**src/rtl/xcvr_pkg.sv**
```systemverilog
package xcvr_pkg;

  // Strobes from the control to the datapath
  typedef struct packed {
    logic capAb;       // load A-to-B register this cycle
    logic capBa;       // load B-to-A register this cycle
    logic driveB;      // A-to-B direction enabled
    logic driveA;      // B-to-A direction enabled
    logic pickStoredB; // A-to-B forwards stored data
    logic pickStoredA; // B-to-A forwards stored data
  } xcvrStrobe_t;

  localparam int unsigned NUM_DIR = 2;
  localparam int unsigned DIR_AB  = 0;
  localparam int unsigned DIR_BA  = 1;

endpackage

```
**src/rtl/xcvr_ctrl.sv**
```systemverilog
module xcvr_ctrl
  import xcvr_pkg::*;
(
  input  logic        clk,
  input  logic        rst,
  input  logic        abCapClk,
  input  logic        baCapClk,
  input  logic        abSelStored,
  input  logic        baSelStored,
  input  logic        abEn,
  input  logic        baEnN,
  output xcvrStrobe_t strobe
);

  logic [NUM_DIR-1:0] capLevel;
  logic [NUM_DIR-1:0] capPrev;
  logic [NUM_DIR-1:0] capRise;

  assign capLevel[DIR_AB] = abCapClk;
  assign capLevel[DIR_BA] = baCapClk;

  // One edge detector per direction; the previous level is tracked even
  // in reset so that a clock held high through reset does not load.
  for (genvar d = 0; d < NUM_DIR; d++) begin : gEdge
    always_ff @(posedge clk) begin
      capPrev[d] <= capLevel[d];
    end
    assign capRise[d] = capLevel[d] & ~capPrev[d];
  end

  always_comb begin
    strobe             = '0;
    strobe.capAb       = capRise[DIR_AB] & ~rst;
    strobe.capBa       = capRise[DIR_BA] & ~rst;
    strobe.driveB      = abEn;
    strobe.driveA      = ~baEnN;
    strobe.pickStoredB = abSelStored;
    strobe.pickStoredA = baSelStored;
  end

  // a held-high or falling capture clock never raises a load strobe
  a_r5_no_load_on_level_ab: assert property (@(posedge clk) disable iff (rst)
    $past(abCapClk) |-> !strobe.capAb);
  a_r5_no_load_on_level_ba: assert property (@(posedge clk) disable iff (rst)
    $past(baCapClk) |-> !strobe.capBa);

endmodule

```
**src/rtl/xcvr_hfmux.sv**
```systemverilog
module xcvr_hfmux #(
  parameter int unsigned WIDTH = 8
) (
  input  logic             sel,
  input  logic [WIDTH-1:0] live,
  input  logic [WIDTH-1:0] stored,
  output logic [WIDTH-1:0] y
);

  // Sum-of-products selector with the consensus term live&stored, so a
  // bit whose two sources agree keeps a covering term across a select change.
  for (genvar i = 0; i < WIDTH; i++) begin : gBit
    assign y[i] = (live[i] & ~sel) | (stored[i] & sel) | (live[i] & stored[i]);
  end

endmodule

```
**src/rtl/xcvr_datapath.sv**
```systemverilog
module xcvr_datapath
  import xcvr_pkg::*;
#(
  parameter int unsigned WIDTH = 8
) (
  input  logic             clk,
  input  logic             rst,
  input  xcvrStrobe_t      strobe,
  input  logic [WIDTH-1:0] aIn,
  input  logic [WIDTH-1:0] bIn,
  output logic [WIDTH-1:0] aOut,
  output logic             aOe,
  output logic [WIDTH-1:0] bOut,
  output logic             bOe
);

  logic [WIDTH-1:0] regAb;
  logic [WIDTH-1:0] regBa;
  logic [WIDTH-1:0] muxB;
  logic [WIDTH-1:0] muxA;

  always_ff @(posedge clk) begin
    if (rst) begin
      regAb <= '0;
      regBa <= '0;
    end else begin
      if (strobe.capAb) regAb <= aIn;
      if (strobe.capBa) regBa <= bIn;
    end
  end

  xcvr_hfmux #(.WIDTH(WIDTH)) uMuxB (
    .sel(strobe.pickStoredB), .live(aIn), .stored(regAb), .y(muxB)
  );
  xcvr_hfmux #(.WIDTH(WIDTH)) uMuxA (
    .sel(strobe.pickStoredA), .live(bIn), .stored(regBa), .y(muxA)
  );

  assign bOut = strobe.driveB ? muxB : '0;
  assign bOe  = strobe.driveB;
  assign aOut = strobe.driveA ? muxA : '0;
  assign aOe  = strobe.driveA;

  // reset clears both registers
  a_r1_reset_clears: assert property (@(posedge clk)
    rst |=> (regAb == '0 && regBa == '0));
  // a load strobe stores the opposite bus value
  a_r2_load_ab: assert property (@(posedge clk) disable iff (rst)
    strobe.capAb |=> regAb == $past(aIn));
  a_r3_load_ba: assert property (@(posedge clk) disable iff (rst)
    strobe.capBa |=> regBa == $past(bIn));
  // no strobe, no change
  a_r5_keep_ab: assert property (@(posedge clk) disable iff (rst)
    !strobe.capAb |=> $stable(regAb));
  a_r5_keep_ba: assert property (@(posedge clk) disable iff (rst)
    !strobe.capBa |=> $stable(regBa));
  // matching sources give that value whatever the select
  a_r9_match_ab: assert property (@(posedge clk) disable iff (rst)
    (strobe.driveB && aIn == regAb) |-> bOut == aIn);
  a_r9_match_ba: assert property (@(posedge clk) disable iff (rst)
    (strobe.driveA && bIn == regBa) |-> aOut == bIn);

endmodule

```
**src/rtl/reg_bus_xcvr.sv**
```systemverilog
module reg_bus_xcvr
  import xcvr_pkg::*;
#(
  parameter int unsigned WIDTH = 8
) (
  input  logic             clk,
  input  logic             rst,
  input  logic             abCapClk,
  input  logic             baCapClk,
  input  logic             abSelStored,
  input  logic             baSelStored,
  input  logic             abEn,
  input  logic             baEnN,
  input  logic [WIDTH-1:0] aIn,
  input  logic [WIDTH-1:0] bIn,
  output logic [WIDTH-1:0] aOut,
  output logic             aOe,
  output logic [WIDTH-1:0] bOut,
  output logic             bOe
);

  xcvrStrobe_t strobe;

  xcvr_ctrl uCtrl (
    .clk(clk), .rst(rst),
    .abCapClk(abCapClk), .baCapClk(baCapClk),
    .abSelStored(abSelStored), .baSelStored(baSelStored),
    .abEn(abEn), .baEnN(baEnN),
    .strobe(strobe)
  );

  xcvr_datapath #(.WIDTH(WIDTH)) uData (
    .clk(clk), .rst(rst), .strobe(strobe),
    .aIn(aIn), .bIn(bIn),
    .aOut(aOut), .aOe(aOe), .bOut(bOut), .bOe(bOe)
  );

  // A-to-B enable is active high
  a_r7_ab_off: assert property (@(posedge clk) disable iff (rst)
    !abEn |-> (!bOe && bOut == '0));
  a_r7_ab_on: assert property (@(posedge clk) disable iff (rst)
    abEn |-> bOe);
  // B-to-A enable is active low
  a_r8_ba_off: assert property (@(posedge clk) disable iff (rst)
    baEnN |-> (!aOe && aOut == '0));
  a_r8_ba_on: assert property (@(posedge clk) disable iff (rst)
    !baEnN |-> aOe);
  // live forwarding follows the opposite input
  a_r6_live_ab: assert property (@(posedge clk) disable iff (rst)
    (abEn && !abSelStored) |-> bOut == aIn);
  a_r6_live_ba: assert property (@(posedge clk) disable iff (rst)
    (!baEnN && !baSelStored) |-> aOut == bIn);

endmodule

```
**config.mk**
```make
export PLATFORM = sky130hd
export DESIGN_NAME = reg_bus_xcvr
export DESIGN_NICKNAME = d
export VERILOG_FILES = /design/src/rtl/xcvr_pkg.sv /design/src/rtl/xcvr_ctrl.sv /design/src/rtl/xcvr_hfmux.sv /design/src/rtl/xcvr_datapath.sv /design/src/rtl/reg_bus_xcvr.sv
export SDC_FILE = /design/constraint.sdc
export NUM_CORES = 1
export LEC_CHECK = 0
export ABC_AREA = 1
export BUFFER_PORTS_ARGS = -buffer_cell sky130_fd_sc_hd__buf_2
export CORE_MARGIN = 1.5
export CORE_UTILIZATION = 28
export CTS_CLUSTER_DIAMETER = 50
export CTS_CLUSTER_SIZE = 28
export DETAILED_ROUTE_END_ITERATION = 10
export PLACE_DENSITY_LB_ADDON = 0.25
export SETUP_SLACK_MARGIN = 0.4
export SYNTH_ARGS = -nofsm -noshare
export SYNTH_HDL_FRONTEND = slang
export SYNTH_SLANG_ARGS = --single-unit
export TNS_END_PERCENT = 100
```
**constraint.sdc**
```tcl
create_clock -name clk -period 1.3 [get_ports clk]
set_input_delay 0.065 -clock clk [delete_from_list [all_inputs] [get_ports clk]]
set_output_delay 0.065 -clock clk [all_outputs]
set_load 0.05 [all_outputs]
```
=== Yosys cells after proc, flatten, opt, wreduce, memory -nomap -nowiden ===
Index checks and enable logic that the tools add are counted.

* Flip-flop bits (word level): 18
* Bits in latches: 0
* Bits in writable memories: 0
* Bits in read-only memories: 0
* Input bits: 24
* Output and inout bits: 18
* Logic and storage cells: 96
* Memories kept: 0

* $add $sub $neg: 0
* Multipliers: 0
* Divide/modulo/power cells: 0
* $lt $le $gt $ge: 0
* Eq/ne operators: 0
* Shift operators: 0
* Muxes and demuxes: 2
* Bitwise operators: 90
* Reduce and logical (&&, ||, !) cells: 0

{| class="wikitable"
|+ Operators with widths
! cell !! count
|-
| 1-bit AND || 52
|-
| 1-bit OR || 32
|-
| 8-bit 2-to-1 mux || 2
|-
| 1-bit inverter || 6
|}

=== Depth between registers and ports, before layout ===
* Depth in word-level cells: 5
* Mapped depth: 6
* Gate-level depth less buffers: 5

=== Cells and area by module ===
Synthesis repeated with hierarchy kept, for this count alone.

* Cells, all modules: 202
* Area, all modules: 1142.3 µm²

{| class="wikitable"
|+ By module, submodules not included
! module !! times used !! cells an instance !! area each (µm²)
|-
| xcvr_datapath || 1 || 138 || 843.3
|-
| xcvr_hfmux || 2 || 26 || 105.1
|-
| xcvr_ctrl || 1 || 12 || 88.8
|}

=== Least setup slack after synthesis ===
No wires, ideal clock.

* Path type: input-to-output
* Start point: input baEnN
* End point: output aOut[0]
* Data arrival time: 1221 ps
* Data required time: 1235 ps
* Setup slack: 14 ps
* Stages on the path: 3
* Path buffers: 0
* Cell sequence: inv_2 o21ai_0 a21oi_1

* Cells in the longest elaborated chain, start to end: 1

{| class="wikitable"
|+ RTL lines
! element !! RTL line !! RTL
|-
| start, declared || reg_bus_xcvr.sv:13 || <nowiki>input logic baEnN,</nowiki>
|-
| 8-bit 2-to-1 mux || xcvr_datapath.sv:41 || <nowiki>assign aOut = strobe.driveA ? muxA : '0;</nowiki>
|-
| end, declared || reg_bus_xcvr.sv:16 || <nowiki>output logic [WIDTH-1:0] aOut,</nowiki>
|}

No other way between the ends.

=== Worst setup path in the final report ===
* Start point: register uData.regAb[3]
* End point: output bOut[3]

* Cells in the longest elaborated chain, start to end: 4

{| class="wikitable"
|+ RTL lines
! element !! RTL line !! RTL
|-
| start, declared || xcvr_datapath.sv:17 || <nowiki>logic [WIDTH-1:0] regAb;</nowiki>
|-
| start signal, assigned || xcvr_datapath.sv:27 || <nowiki>if (strobe.capAb) regAb <= aIn;</nowiki>
|-
| 1-bit AND || xcvr_hfmux.sv:13 || <nowiki>assign y[i] = (live[i] & ~sel) | (stored[i] & sel) | (live[i] & stored[i]);</nowiki>
|-
| 1-bit OR || xcvr_hfmux.sv:13 ||
|-
| 1-bit OR * || xcvr_hfmux.sv:13 ||
|-
| 8-bit 2-to-1 mux * || xcvr_datapath.sv:39 || <nowiki>assign bOut = strobe.driveB ? muxB : '0;</nowiki>
|-
| end, declared || reg_bus_xcvr.sv:18 || <nowiki>output logic [WIDTH-1:0] bOut,</nowiki>
|}

Every way passes the cells marked *; elsewhere a longest branch is shown, timed or not.

==> flow_summary.ini <==
[route]
drt-wirelength-per-cell_um = 9.29
avgViaCountPerCell = 4.18
drt-initial-drc-count = 36
wl_um = 2240
via_count = 1008
ant_nets = 0
drtPass1Iterations = 5
drc = 0

[timing]
period_share_pct = 80.6
timing.final.ws_setup_ps = 252
whs_ps = 19.1
rsz0062_at_grt = true
setup-violations-final = 0
drv_slew = 0
hold_viol = 0
period_needed_ps = 1050
totalNegativeSetupSlack_ps = 0
finalClockSkew_ps = 3.76
tightest_slew_ps = 372
slew_headroom_pct = 75.2
max_freq_ghz = 0.954

[clock_tree]
htreeDepth = 1
cts_buffer_depth = 2
cts_tree = yes
clk_latency_ps = 290
clk_pin_slew_ps = 100
numClockSinks = 18
cts_inserted_buffers = 3
root_buffer = clkbuf_4

[logic_synthesis]
ys_ff_latch = 18
netlist_instances = 142
synth_area_leaders = dfxtp_1, nor2_1, nand2_1
syn_nets = 166
synth_top_area_share_pct = 37.5
synth.cell_area_um2 = 962
synth.yosys.warnings = 0
synth_top_area_cell = dfxtp_1
ys_seq_area_share_pct = 37.5
yosysUniqueCellTypes = 13
syn_avg_cell_area_um2 = 6.78

[floorplanning]
die-area_um2 = 3800
fp-row-count = 21
core-area_um2 = 3310
die_w_um = 61.6
pin_count = 42
die_h_um = 61.6
start_util_pct = 29.1

[power]
p_per_area_nw_per_um2 = 951
irDropWorstVdd_uv = 520
p_leak_nw = 0.727

[grt]
grtUsageMet2_pct = 20.6
top_usage_layer = met2
grt_max_degree = 17
grt_usage_pct = 12.4
antenna_found_initial = 0
grt_pass1_vias = 835
grt_pass1_wl_um = 3550
gr-usage-met1_pct = 15.6
globalRouteOverflowTotal = 0
use_met3_pct = 4.62

[setup_path]
crit_family = flip-flops
path_cells = inv_2 -> a21oi_2 -> buf_6
crit_type = flip-flop to primary output
cp_slowest_cell = dfxtp_2
worstPathMaxFanout = 2
r2r_cells = 5
rr_endpoint = uData.regBa[7]
worstReg2RegStart = uCtrl.capPrev[1]
start_kind = flip-flop
worstSetupEndpointType = primary output
cp.buffers_inverters = 2
r2r_setup_slack_ps = 510
max_stage_delay_ps = 330
worst_ep_required_time_ps = 1240
arrival_ps = 980

[cells_and_area]
drive_above_1_share_pct = 57.9
diodes = 0
syn2layout_area_growth_pct = 57.7
nets = 220

[worst_hold_path]
hold_depth = 3
min_delay_worst_endpoint = uData.regAb[4]
hold_class = primary input to flip-flop
worstHoldStart = aIn[4]

[placed_design]
dp_hpwl_um = 1450
gp_congestion = 0.680
io_buffers = 41
post-place-ws_ps = 249

[job]
max_cap_violations = 0

[outcome]
status = finished, final reports clean
==> cell usage after synthesis <==
master	number
inv_2	4
nand2_1	28
a21oi_2	4
nand2_4	2
o21ai_0	12
a21oi_1	12
inv_1	16
buf_6	5
buf_4	1
nand2_2	4
nor2_1	32
o21ai_2	4
dfxtp_1	18
==> final cells by class <==
type | count | area (um2)
flip-flops and latches | 18 | 380
inverters | 20 | 77.6
multi-input cells | 98 | 533
clock buffers | 4 | 36.3
repair buffers | 55 | 433
fillers | 362 | 1790
well taps | 46 | 57.6
==> state kept, by name, summed over array words and instances (netlist names) <==
register       flops
uCtrl.capPrev      2
uData.regAb        8
uData.regBa        8
==> power by group <==
group          total [mW]  switching (mW)  leakage, nW  internal, mW
logic               0.493           0.307        0.552         0.186
clock network       0.341           0.171       0.0210         0.170
registers           0.608          0.0142        0.155         0.594
total                1.44           0.492        0.727         0.951
==> cell families after synthesis <==
group                  count (synthesis)  share of synthesized area [%]
AND/OR/NAND/NOR                       66                           28.3
AO/OA/AOI/OAI                         32                           19.8
buffers and inverters                 26                           14.4
flip-flops                            18                           37.5
==> per-layer routing <==
layer	share of wire, %	wire length, um
met1	45	999
met2	46	1030
met3	8.8	197
met4	0.71	16
met5	0	0
==> worst register-to-register path, delay by kind of cell (launching register included) <==
family        cells  cell delay (ps)
flops             1              320
simple gates      4              310
buf+inv           1               90
==> stage by stage <==
| stage | utilization [%] | cell area (um2) | instances | power, mW |
|---|---|---|---|---|
| final | 45.8 | 1520 | 241 | 1.44 |
| after detailed placement | 36.7 | 1220 | 223 | 1.01 |
| after global routing | 45.8 | 1520 | 241 | 1.53 |
| after global placement | 36.7 | 1220 | 223 | 1.00 |
| after floorplan | - | 1020 | 142 | 0.919 |
| after CTS | 44.8 | 1480 | 240 | 1.45 |
==> timing repair <==
item | in CTS | in global routing
endpoints found under the setup margin | 16 | 29
gates resized for setup | 52 | 15
setup buffers | 5 | 1
hold buffers | 8 | 0
endpoints found under the hold margin | 8 | 0
pin swaps | 10 | 14
==> worst max-delay path by stage <==
stage,from,to,cells past startpoint
3_5_place_dp,baSelStored,aOut[1],4
4_1_cts,uData.regBa[3],aOut[3],3
3_3_place_gp,baSelStored,aOut[1],4
2_1_floorplan,uData.regBa[5],aOut[5],2
5_1_grt,uData.regAb[7],bOut[7],3
6_report,uData.regAb[3],bOut[3],3
==> placed cells by master, fill, tap and decap left out <==
cell type       n
buf_6          16
inv_4           1
buf_4           7
clkbuf_8        1
a21oi_4         1
buf_2          24
nand2_1        28
nand2_8         2
dlygate4sd3_1   8
dfxtp_2        16
dfxtp_1         2
o21ai_0        12
nor2_1         32
o21ai_2         4
a21oi_2        15
clkbuf_4        3
nand2_2         4
inv_2          19
Power figures use the tool's default switching activity.
